### src/rtl/tw_pkg.sv
package tw_pkg;

   typedef enum logic [2:0] {
      S_RINIT,
      S_IDLE,
      S_FETCH,
      S_CHECK,
      S_UPD,
      S_LOCK
   } tw_state_e;

   localparam int unsigned LVW     = 3;
   localparam int unsigned LV_DATA = 0;
   localparam int unsigned LV_VER  = 1;
   localparam int unsigned LV_L2   = 4;
   localparam int unsigned LV_ROOT = 5;
   localparam int unsigned NUM_LV  = 6;

endpackage

### src/rtl/tw_ctr_step.sv
module tw_ctr_step #(
   parameter int unsigned     CW   = 56,
   parameter logic [CW-1:0]   POLY = '0
) (
   input  logic [CW-1:0] a,
   output logic [CW-1:0] nxt
);
   // multiply by x in GF(2^CW): shift, reduce when the top bit leaves
   assign nxt = {a[CW-2:0], 1'b0} ^ (a[CW-1] ? POLY : '0);
endmodule

### src/rtl/tw_root_store.sv
module tw_root_store #(
   parameter int unsigned   CW       = 56,
   parameter int unsigned   ROOT_N   = 64,
   parameter int unsigned   IW       = 6,
   parameter logic [CW-1:0] INIT_VAL = '0
) (
   input  logic          clk,
   input  logic          rst_n,
   input  logic [IW-1:0] rd_idx,
   output logic [CW-1:0] rd_val,
   input  logic          wr_en,
   input  logic [IW-1:0] wr_idx,
   input  logic [CW-1:0] wr_val,
   output logic          init_done
);
   logic [IW-1:0] sweep_q;

   always_ff @(posedge clk or negedge rst_n) begin
      if (!rst_n) begin
         sweep_q   <= '0;
         init_done <= 1'b0;
      end else if (!init_done) begin
         if (sweep_q == IW'(ROOT_N - 1)) init_done <= 1'b1;
         else                            sweep_q   <= sweep_q + 1'b1;
      end
   end

   generate
      if (ROOT_N == 1) begin : g_single
         logic [CW-1:0] root_q;
         always_ff @(posedge clk) begin
            if (!init_done)  root_q <= INIT_VAL;
            else if (wr_en)  root_q <= wr_val;
         end
         assign rd_val = root_q;
      end else begin : g_array
         logic [CW-1:0] mem_q [ROOT_N];
         always_ff @(posedge clk) begin
            if (!init_done)  mem_q[sweep_q] <= INIT_VAL;
            else if (wr_en)  mem_q[wr_idx]  <= wr_val;
         end
         assign rd_val = mem_q[rd_idx];
      end
   endgenerate

   // roots may only be rewritten by a walk once the sweep has finished
   assert_wr_after_sweep_R1: assert property (@(posedge clk) disable iff (!rst_n)
      wr_en |-> init_done);
endmodule

### src/rtl/tw_walker.sv
module tw_walker #(
   parameter int unsigned   AW      = 34,
   parameter int unsigned   CW      = 56,
   parameter int unsigned   ARY_LOG = 3,
   parameter int unsigned   ROOT_N  = 64,
   parameter logic [CW-1:0] POLY    = 56'h8000_0C00_0000_01
) (
   input  logic          clk,
   input  logic          rst_n,
   input  logic          req_valid,
   input  logic          req_write,
   input  logic [AW-1:0] req_addr,
   output logic          req_ready,
   output logic          busy,
   output logic          fetch_req,
   output logic [2:0]    fetch_lvl,
   output logic [AW-1:0] fetch_addr,
   input  logic          fetch_ack,
   input  logic [CW-1:0] fetch_ctr,
   input  logic          fetch_hit,
   output logic          cmp_req,
   output logic [2:0]    cmp_lvl,
   output logic [CW-1:0] cmp_nonce,
   input  logic          cmp_ack,
   input  logic          cmp_pass,
   output logic          upd_req,
   output logic [2:0]    upd_lvl,
   output logic [CW-1:0] upd_field,
   output logic [CW-1:0] upd_nonce,
   output logic          upd_sib_init,
   output logic          upd_retag,
   input  logic          upd_ack,
   output logic          rd_approve,
   output logic          wr_done,
   output logic          drop,
   output logic          lock
);
   import tw_pkg::*;

   localparam int unsigned   RIW      = (ROOT_N > 1) ? $clog2(ROOT_N) : 1;
   localparam int unsigned   ROOT_SH  = 4 * ARY_LOG;
   localparam logic [CW-1:0] INIT_VAL = CW'(1);

   initial begin
      assert_cw_ok: assert (CW >= 2) else $error("counter width too small");
      assert_root_pow2: assert ((ROOT_N & (ROOT_N - 1)) == 0) else $error("ROOT_N not a power of two");
      assert_aw_ok: assert (AW >= ROOT_SH + RIW) else $error("address too narrow for tree");
   end

   tw_state_e     st_q;
   logic [2:0]    lvl_q, top_q;
   logic          wr_q, locked_q, approve_q, done_q, drop_q;
   logic [AW-1:0] addr_q;
   logic [CW-1:0] ctr_q   [NUM_LV];
   logic [CW-1:0] nxt     [NUM_LV];
   logic          uninit  [NUM_LV];
   logic          roll    [NUM_LV];
   logic          roll_any;
   logic [CW-1:0] par_ctr, par_nxt, root_rd;
   logic [2:0]    last_upd;
   logic          root_init_done, root_we;
   logic [RIW-1:0] ridx;

   assign ridx = addr_q[ROOT_SH +: RIW];

   // next values for every counter on the walk
   assign nxt[0]    = '0;
   assign uninit[0] = 1'b0;
   assign roll[0]   = 1'b0;
   generate
      for (genvar k = 1; k < NUM_LV; k++) begin : g_lv
         logic [CW-1:0] step;
         if (k < NUM_LV - 1) begin : g_below
            assign uninit[k] = (3'(k) < top_q) && (ctr_q[k+1] == INIT_VAL);
         end else begin : g_top
            assign uninit[k] = 1'b0;
         end
         tw_ctr_step #(.CW(CW), .POLY(POLY)) i_step (
            .a   (uninit[k] ? INIT_VAL : ctr_q[k]),
            .nxt (step)
         );
         assign nxt[k]  = step;
         assign roll[k] = (3'(k) <= top_q) && (step == INIT_VAL);
      end
   endgenerate

   always_comb begin
      roll_any = 1'b0;
      for (int k = 0; k < NUM_LV; k++) roll_any = roll_any | roll[k];
      par_ctr = '0;
      par_nxt = '0;
      for (int k = 0; k < NUM_LV - 1; k++) begin
         if (lvl_q == 3'(k)) begin
            par_ctr = ctr_q[k+1];
            par_nxt = nxt[k+1];
         end
      end
   end

   assign last_upd = (top_q == 3'(LV_ROOT)) ? 3'(LV_L2) : top_q;
   assign root_we  = (st_q == S_UPD) && upd_ack && (lvl_q == last_upd)
                     && (top_q == 3'(LV_ROOT));

   tw_root_store #(.CW(CW), .ROOT_N(ROOT_N), .IW(RIW), .INIT_VAL(INIT_VAL)) i_root (
      .clk       (clk),
      .rst_n     (rst_n),
      .rd_idx    (ridx),
      .rd_val    (root_rd),
      .wr_en     (root_we),
      .wr_idx    (ridx),
      .wr_val    (nxt[LV_ROOT]),
      .init_done (root_init_done)
   );

   always_ff @(posedge clk or negedge rst_n) begin
      if (!rst_n) begin
         st_q      <= S_RINIT;
         lvl_q     <= '0;
         top_q     <= '0;
         wr_q      <= 1'b0;
         addr_q    <= '0;
         locked_q  <= 1'b0;
         approve_q <= 1'b0;
         done_q    <= 1'b0;
         drop_q    <= 1'b0;
         for (int k = 0; k < NUM_LV; k++) ctr_q[k] <= '0;
      end else begin
         approve_q <= 1'b0;
         done_q    <= 1'b0;
         drop_q    <= 1'b0;
         case (st_q)
            S_RINIT: if (root_init_done) st_q <= S_IDLE;
            S_IDLE: if (req_valid) begin
               wr_q   <= req_write;
               addr_q <= req_addr;
               lvl_q  <= 3'(LV_DATA);
               st_q   <= S_FETCH;
            end
            S_FETCH: if (fetch_ack) begin
               ctr_q[lvl_q] <= fetch_ctr;
               if (lvl_q != 3'(LV_DATA) && fetch_hit) begin
                  top_q <= lvl_q;
                  lvl_q <= lvl_q - 1'b1;
                  st_q  <= S_CHECK;
               end else if (lvl_q == 3'(LV_L2)) begin
                  ctr_q[LV_ROOT] <= root_rd;
                  top_q <= 3'(LV_ROOT);
                  st_q  <= S_CHECK;
               end else begin
                  lvl_q <= lvl_q + 1'b1;
               end
            end
            S_CHECK: if (cmp_ack) begin
               if (!cmp_pass && par_ctr != INIT_VAL) begin
                  locked_q <= 1'b1;
                  drop_q   <= 1'b1;
                  st_q     <= S_LOCK;
               end else if (lvl_q != 3'(LV_DATA)) begin
                  lvl_q <= lvl_q - 1'b1;
               end else if (!wr_q) begin
                  approve_q <= 1'b1;
                  st_q      <= S_IDLE;
               end else if (roll_any) begin
                  locked_q <= 1'b1;
                  drop_q   <= 1'b1;
                  st_q     <= S_LOCK;
               end else begin
                  lvl_q <= 3'(LV_DATA);
                  st_q  <= S_UPD;
               end
            end
            S_UPD: if (upd_ack) begin
               if (lvl_q == last_upd) begin
                  done_q <= 1'b1;
                  st_q   <= S_IDLE;
               end else begin
                  lvl_q <= lvl_q + 1'b1;
               end
            end
            default: st_q <= S_LOCK;
         endcase
      end
   end

   assign req_ready  = (st_q == S_IDLE);
   assign busy       = (st_q == S_FETCH) || (st_q == S_CHECK) || (st_q == S_UPD);
   assign fetch_req  = (st_q == S_FETCH);
   assign fetch_lvl  = lvl_q;
   assign fetch_addr = addr_q;
   assign cmp_req    = (st_q == S_CHECK);
   assign cmp_lvl    = lvl_q;
   assign cmp_nonce  = par_ctr;
   assign upd_req    = (st_q == S_UPD);
   assign upd_lvl    = lvl_q;
   assign upd_retag  = (lvl_q < top_q);
   assign upd_nonce  = (lvl_q < top_q) ? par_nxt : '0;

   always_comb begin
      upd_field    = '0;
      upd_sib_init = 1'b0;
      for (int k = 1; k < NUM_LV; k++) begin
         if (lvl_q == 3'(k)) begin
            upd_field    = nxt[k];
            upd_sib_init = uninit[k];
         end
      end
   end

   assign rd_approve = approve_q;
   assign wr_done    = done_q;
   assign drop       = drop_q;
   assign lock       = locked_q;

   // once locked, nothing is accepted and the lock never clears
   assert_locked_refuses_R4: assert property (@(posedge clk) disable iff (!rst_n)
      locked_q |-> !req_ready && !fetch_req);
   assert_lock_sticky_R4: assert property (@(posedge clk) disable iff (!rst_n)
      locked_q |=> locked_q);
   // one outcome at a time, and busy only falls with an outcome
   assert_one_outcome_R9: assert property (@(posedge clk) disable iff (!rst_n)
      $onehot0({rd_approve, wr_done, drop}));
   assert_busy_ends_R9: assert property (@(posedge clk) disable iff (!rst_n)
      $fell(busy) |-> (rd_approve || wr_done || drop));
   // a pending fetch keeps its level until acknowledged
   assert_fetch_hold_R2: assert property (@(posedge clk) disable iff (!rst_n)
      (fetch_req && !fetch_ack) |=> (fetch_req && $stable(fetch_lvl)));
   // updates only ever belong to writes
   assert_upd_only_write_R6: assert property (@(posedge clk) disable iff (!rst_n)
      upd_req |-> wr_q);
   // a read is approved only right after a level-0 comparison
   assert_approve_after_l0_R3: assert property (@(posedge clk) disable iff (!rst_n)
      rd_approve |-> ($past(cmp_req) && $past(cmp_ack) && $past(cmp_lvl) == 3'(LV_DATA)));
endmodule

### config.mk
export PLATFORM = sky130hd
export DESIGN_NAME = tw_walker
export DESIGN_NICKNAME = d
export VERILOG_FILES = /design/src/rtl/tw_pkg.sv /design/src/rtl/tw_ctr_step.sv /design/src/rtl/tw_root_store.sv /design/src/rtl/tw_walker.sv
export SDC_FILE = /design/constraint.sdc
export NUM_CORES = 2
export LEC_CHECK = 0
export ABC_CLOCK_PERIOD_IN_PS = 7900
export BUFFER_PORTS_ARGS = -buffer_cell sky130_fd_sc_hd__buf_2
export CAP_MARGIN = 15
export CORE_MARGIN = 1
export CORE_UTILIZATION = 50
export CTS_BUF_LIST = sky130_fd_sc_hd__clkbuf_2 sky130_fd_sc_hd__clkbuf_4 sky130_fd_sc_hd__clkbuf_8
export DETAILED_ROUTE_END_ITERATION = 12
export HOLD_SLACK_MARGIN = 0.06
export PLACE_DENSITY = 0.66
export SYNTH_ARGS = -nofsm -noshare
export SYNTH_HDL_FRONTEND = slang
export SYNTH_HIERARCHICAL = 1
export SYNTH_SLANG_ARGS = --single-unit
### constraint.sdc
create_clock -name clk -period 7.9 [get_ports clk]
set_input_delay 0.79 -clock clk [delete_from_list [all_inputs] [get_ports clk]]
set_output_delay 0.79 -clock clk [all_outputs]
set_load 0.05 [all_outputs]
==> impl_metrics.csv <==
group,metric,value,unit
status,status,"completed",
timing,rsz0062_at_grt,"no",
cells_and_area,area_delta_synth_final,12.0,%
power_and_ir_drop,p_switching,8.31,mW
cts,cts_setup_buffers,0,
critical_path,end_kind,"output port",
logic_synthesis,synth-warning-count,6,
logic_synthesis,yosysTopAreaCell,"edfxtp_1",
critical_path,critPathMaxStageDelay,0.90,ns
timing,holdWs,0.160,ns
power_and_ir_drop,power_density,221,nW/um^2
timing,slew_headroom,11.1,%
cts,cts.clk_slew.worst_paths,0.06,ns
power_and_ir_drop,p_seq_share,56.1,%
place,port_buffers,320,
place,dp_hpwl,332000,um
global_route,grt_pass1_vias,91300,
logic_synthesis,synth-edff-count,3584,
place,gp_congestion,1.00,
global_route,grt_max_degree,143,
logic_synthesis,synth_top_area_share,66.9,%
drt,dr_total_vias,93300,
global_route,grt_pass1_wl,738000,um
floorplanning,start_util,50.4,%
global_route,grt_antenna_before_repair,63,
timing,finalMaxSlewViolations,0,
power_and_ir_drop,p_leak,49.7,nW
drt,ant_nets,0,
job,max_cap_viol_count,0,
hold_path,hp-class,"in -> reg",
logic_synthesis,yosysUniqueCellTypes,75,
logic_synthesis,synth.area.top_cells,"edfxtp_1 67%, mux4_2 12%, dfrtp_1 5.2%, mux2_2 2.0%, buf_4 1.5%",
timing,final.min_clock_period,6.98,ns
logic_synthesis,synth-async-reset-ratio,8.55,%
power_and_ir_drop,switching_share,20.9,%
critical_path,reg2reg_slack,1.95,ns
power_and_ir_drop,ir_drop,176,uV
cts,clockRootBuffer,"clkbuf_8",
floorplanning,rows,207,
drt,drt_iter0_markers,13700,
power_and_ir_drop,power.share.clock,43.5,%
timing,fmax,143,MHz
floorplanning,core-area,319000,sq um
power_and_ir_drop,intPower,31.5,mW
cts,cts_tree,"built",
critical_path,crit_slowest_cell,"nor4_2",
floorplanning,die_area,324000,sq um
drt,dr.pass1.iters,10,
critical_path,worstPathRequired,7.11,ns
critical_path,start_kind,"flop",
global_route,grt.total_usage,32.9,%
cts,insertion_delay,1.25,ns
timing,worst_pin_slew,1.32,ns
cts,cts_sinks,3919,
cts,cts_buffers,634,
logic_synthesis,synth_area,161000,sq um
timing,finalSetupViolations,0,
floorplanning,die_h,569,um
critical_path,critical_path_peak_fanout,42,
critical_path,critical_path_class,"reg -> out",
logic_synthesis,synth_nets,8909,
logic_synthesis,ys_seq_area_share,72.2,%
floorplanning,io_pins,321,
drt,drc,0,
logic_synthesis,yosys_register_bits,3919,
logic_synthesis,synth_area_per_cell,18.3,sq um
logic_synthesis,synth_cells,8801,
cells_and_area,drive_above_1_share,30.2,%
cts,h-tree-depth,6,
critical_path,cp_cell_sequence,"nor4_2 -> nand4_1 -> nor4_2 -> buf_4 -> nor2b_2 -> buf_4 -> xor2_1 -> a22oi_1 -> nor2_1 -> a21oi_1 -> o21ai_0 -> a222oi_1 -> nor2_1 -> buf_2",
drt,wl,536000,um
critical_path,arrival,6.19,ns
cts,cts_buffer_depth,4,
drt,wire_per_inst,38.0,um
timing,tns,0,ns
floorplanning,die_x,569,um
timing,period_share,88.3,%
cells_and_area,nNetsFinal,9424,
logic_synthesis,synth_top_flop_cell,"edfxtp_1",
power_and_ir_drop,combPwrFrac,0.4,%
critical_path,crit_family,"simple AND/OR/NAND/NOR gates",
critical_path,critical_path_buf_inv_count,3,
timing,finalClockSkew,0.103,ns
drt,via_per_inst,6.61,
global_route,grt_overflow,0,
cells_and_area,fill_cells,24100,
timing,hold_viol,0,
## metal layers
metal	vias up	track usage, %	wire length, um
met1	49200	45.7	205000
met2	6132	49.7	243000
li1	36900	-	-
met3	1002	8.49	63500
met4	28	13.6	24500
met5	-	0	193
## Yosys cell counts, types with 56 or more instances
cell	n
a21oi_1	275
a221o_1	93
a222oi_1	56
a22oi_1	134
and3_1	153
buf_2	108
buf_4	328
clkbuf_1	330
dfrtp_1	335
edfxtp_1	3584
inv_1	65
mux2_2	280
mux2i_1	97
mux4_2	861
nand2_1	383
nand3_1	126
nand4_1	134
nor2_1	274
nor2b_1	253
nor4_1	134
o21ai_0	140
o221ai_1	97
o22ai_1	180
## state kept, by name, summed over array words and instances, names as in the netlist
register / cells
cmp_lvl: 3
ctr_q: 280
drop: 1
fetch_addr: 34
i_root/g_array.mem_q: 3584
i_root/init_done: 1
i_root/sweep_q: 6
lock: 1
rd_approve: 1
st_q: 3
top_q: 3
wr_done: 1
wr_q: 1
## placed cells by master, fill, tap and decap left out, types with 44 or more instances in the layout
master,instances
nor4_1,124
mux2_2,280
nand4_1,134
and3_2,44
buf_2,323
dfrtp_1,329
a22oi_1,134
nor2b_1,248
dlygate4sd3_1,98
buf_12,46
a211oi_1,49
o221ai_1,97
clkinv_1,129
edfxtp_1,3584
nor2_1,206
and3_1,99
mux4_2,861
clkinv_2,52
clkbuf_8,658
nand2_1,379
o21ai_0,139
nand3_1,124
clkbuf_4,230
inv_1,65
mux2i_1,97
buf_4,259
nor2_4,68
o22ai_1,180
a21oi_1,274
a222oi_1,56
a221o_1,93
## worst reg2reg max path, stage by stage, from the launching register on
cell      delay [ns]
dfrtp_1         0.42
nor4_2          0.90
nand4_1         0.45
nor4_2          0.37
buf_4           0.66
nor2b_2         0.18
xor2_1          0.23
nor4_2          0.80
o311ai_0        0.35
o41ai_1         0.38
or4_1           0.35
or2_2           0.20
nand3_1         0.12
o211ai_4        0.15
mux2_4          0.32
## worst paths after layout
path / from / cells after the start / endpoint
min: fetch_ack / 3 / top_q[0]$_DFFE_PN0P_
min reg2reg: lock$_DFFE_PN0P_ / 1 / lock$_DFFE_PN0P_
min in group asynchronous: rst_n / 3 / ctr_q[108]$_DFFE_PN0P_
max reg2reg: ctr_q[197]$_DFFE_PN0P_ / 14 / cmp_lvl[0]$_DFFE_PN0P_
max: ctr_q[197]$_DFFE_PN0P_ / 14 / upd_nonce[55]
max in group asynchronous: rst_n / 6 / ctr_q[140]$_DFFE_PN0P_
## kinds of logic (layout without fill, tap and decap cells)
family | count (synthesis) | in the layout | synth area share [%]
compound gates | 1111 | 1111 | 4.78
xor+xnor | 22 | 22 | 0.120
fa+ha+maj | 9 | 9 | 0.0700
buf+inv | 920 | 1929 | 3.17
flops | 3919 | 3919 | 72.2
mux | 1240 | 1240 | 14.6
other cells | 0 | 20 | 0
simple gates | 1580 | 1580 | 5.06
## power groups by stage
stage               clock [mW]  sequential (mW)  combinational, mW
global route              18.4             22.3              0.180
finish                    17.3             22.3              0.175
global placement             0             22.7              0.126
floorplan                    0             22.7            0.00370
CTS                       17.5             22.3              0.168
detailed placement           0             22.7              0.126
## cell type report
type                    instances  area, sq um  share of cell area (%)
diodes                         20         50.0                  0.0278
clock buffers                 887        10800                    5.98
clock inverters               243         1600                   0.886
inverters                      66          248                   0.138
multi-input cells            3962        40500                    22.5
flip-flops and latches       3919       116000                    64.4
well taps                    4284         5360                    2.98
repair buffers                733         5580                    3.10
## stage by stage
stage	utilization, %	cell area (sq um)	power, mW	cells	worst slack, ns
after floorplan	-	161000	22.7	8801	2.12
after global placement	52.2	167000	22.9	12900	1.95
after detailed placement	52.2	167000	22.9	12900	1.97
after CTS	56.4	180000	40.0	14100	0.940
after global routing	56.5	180000	40.9	14100	0.945
final	56.5	180000	39.8	14100	0.923
## timing repair
action                                 4_1_cts  5_1_grt
endpoints found under the hold margin      369        0
hold buffers                                99        0
gates resized for setup                      0        0
No activity file was read; power rests on OpenSTA's default activity.
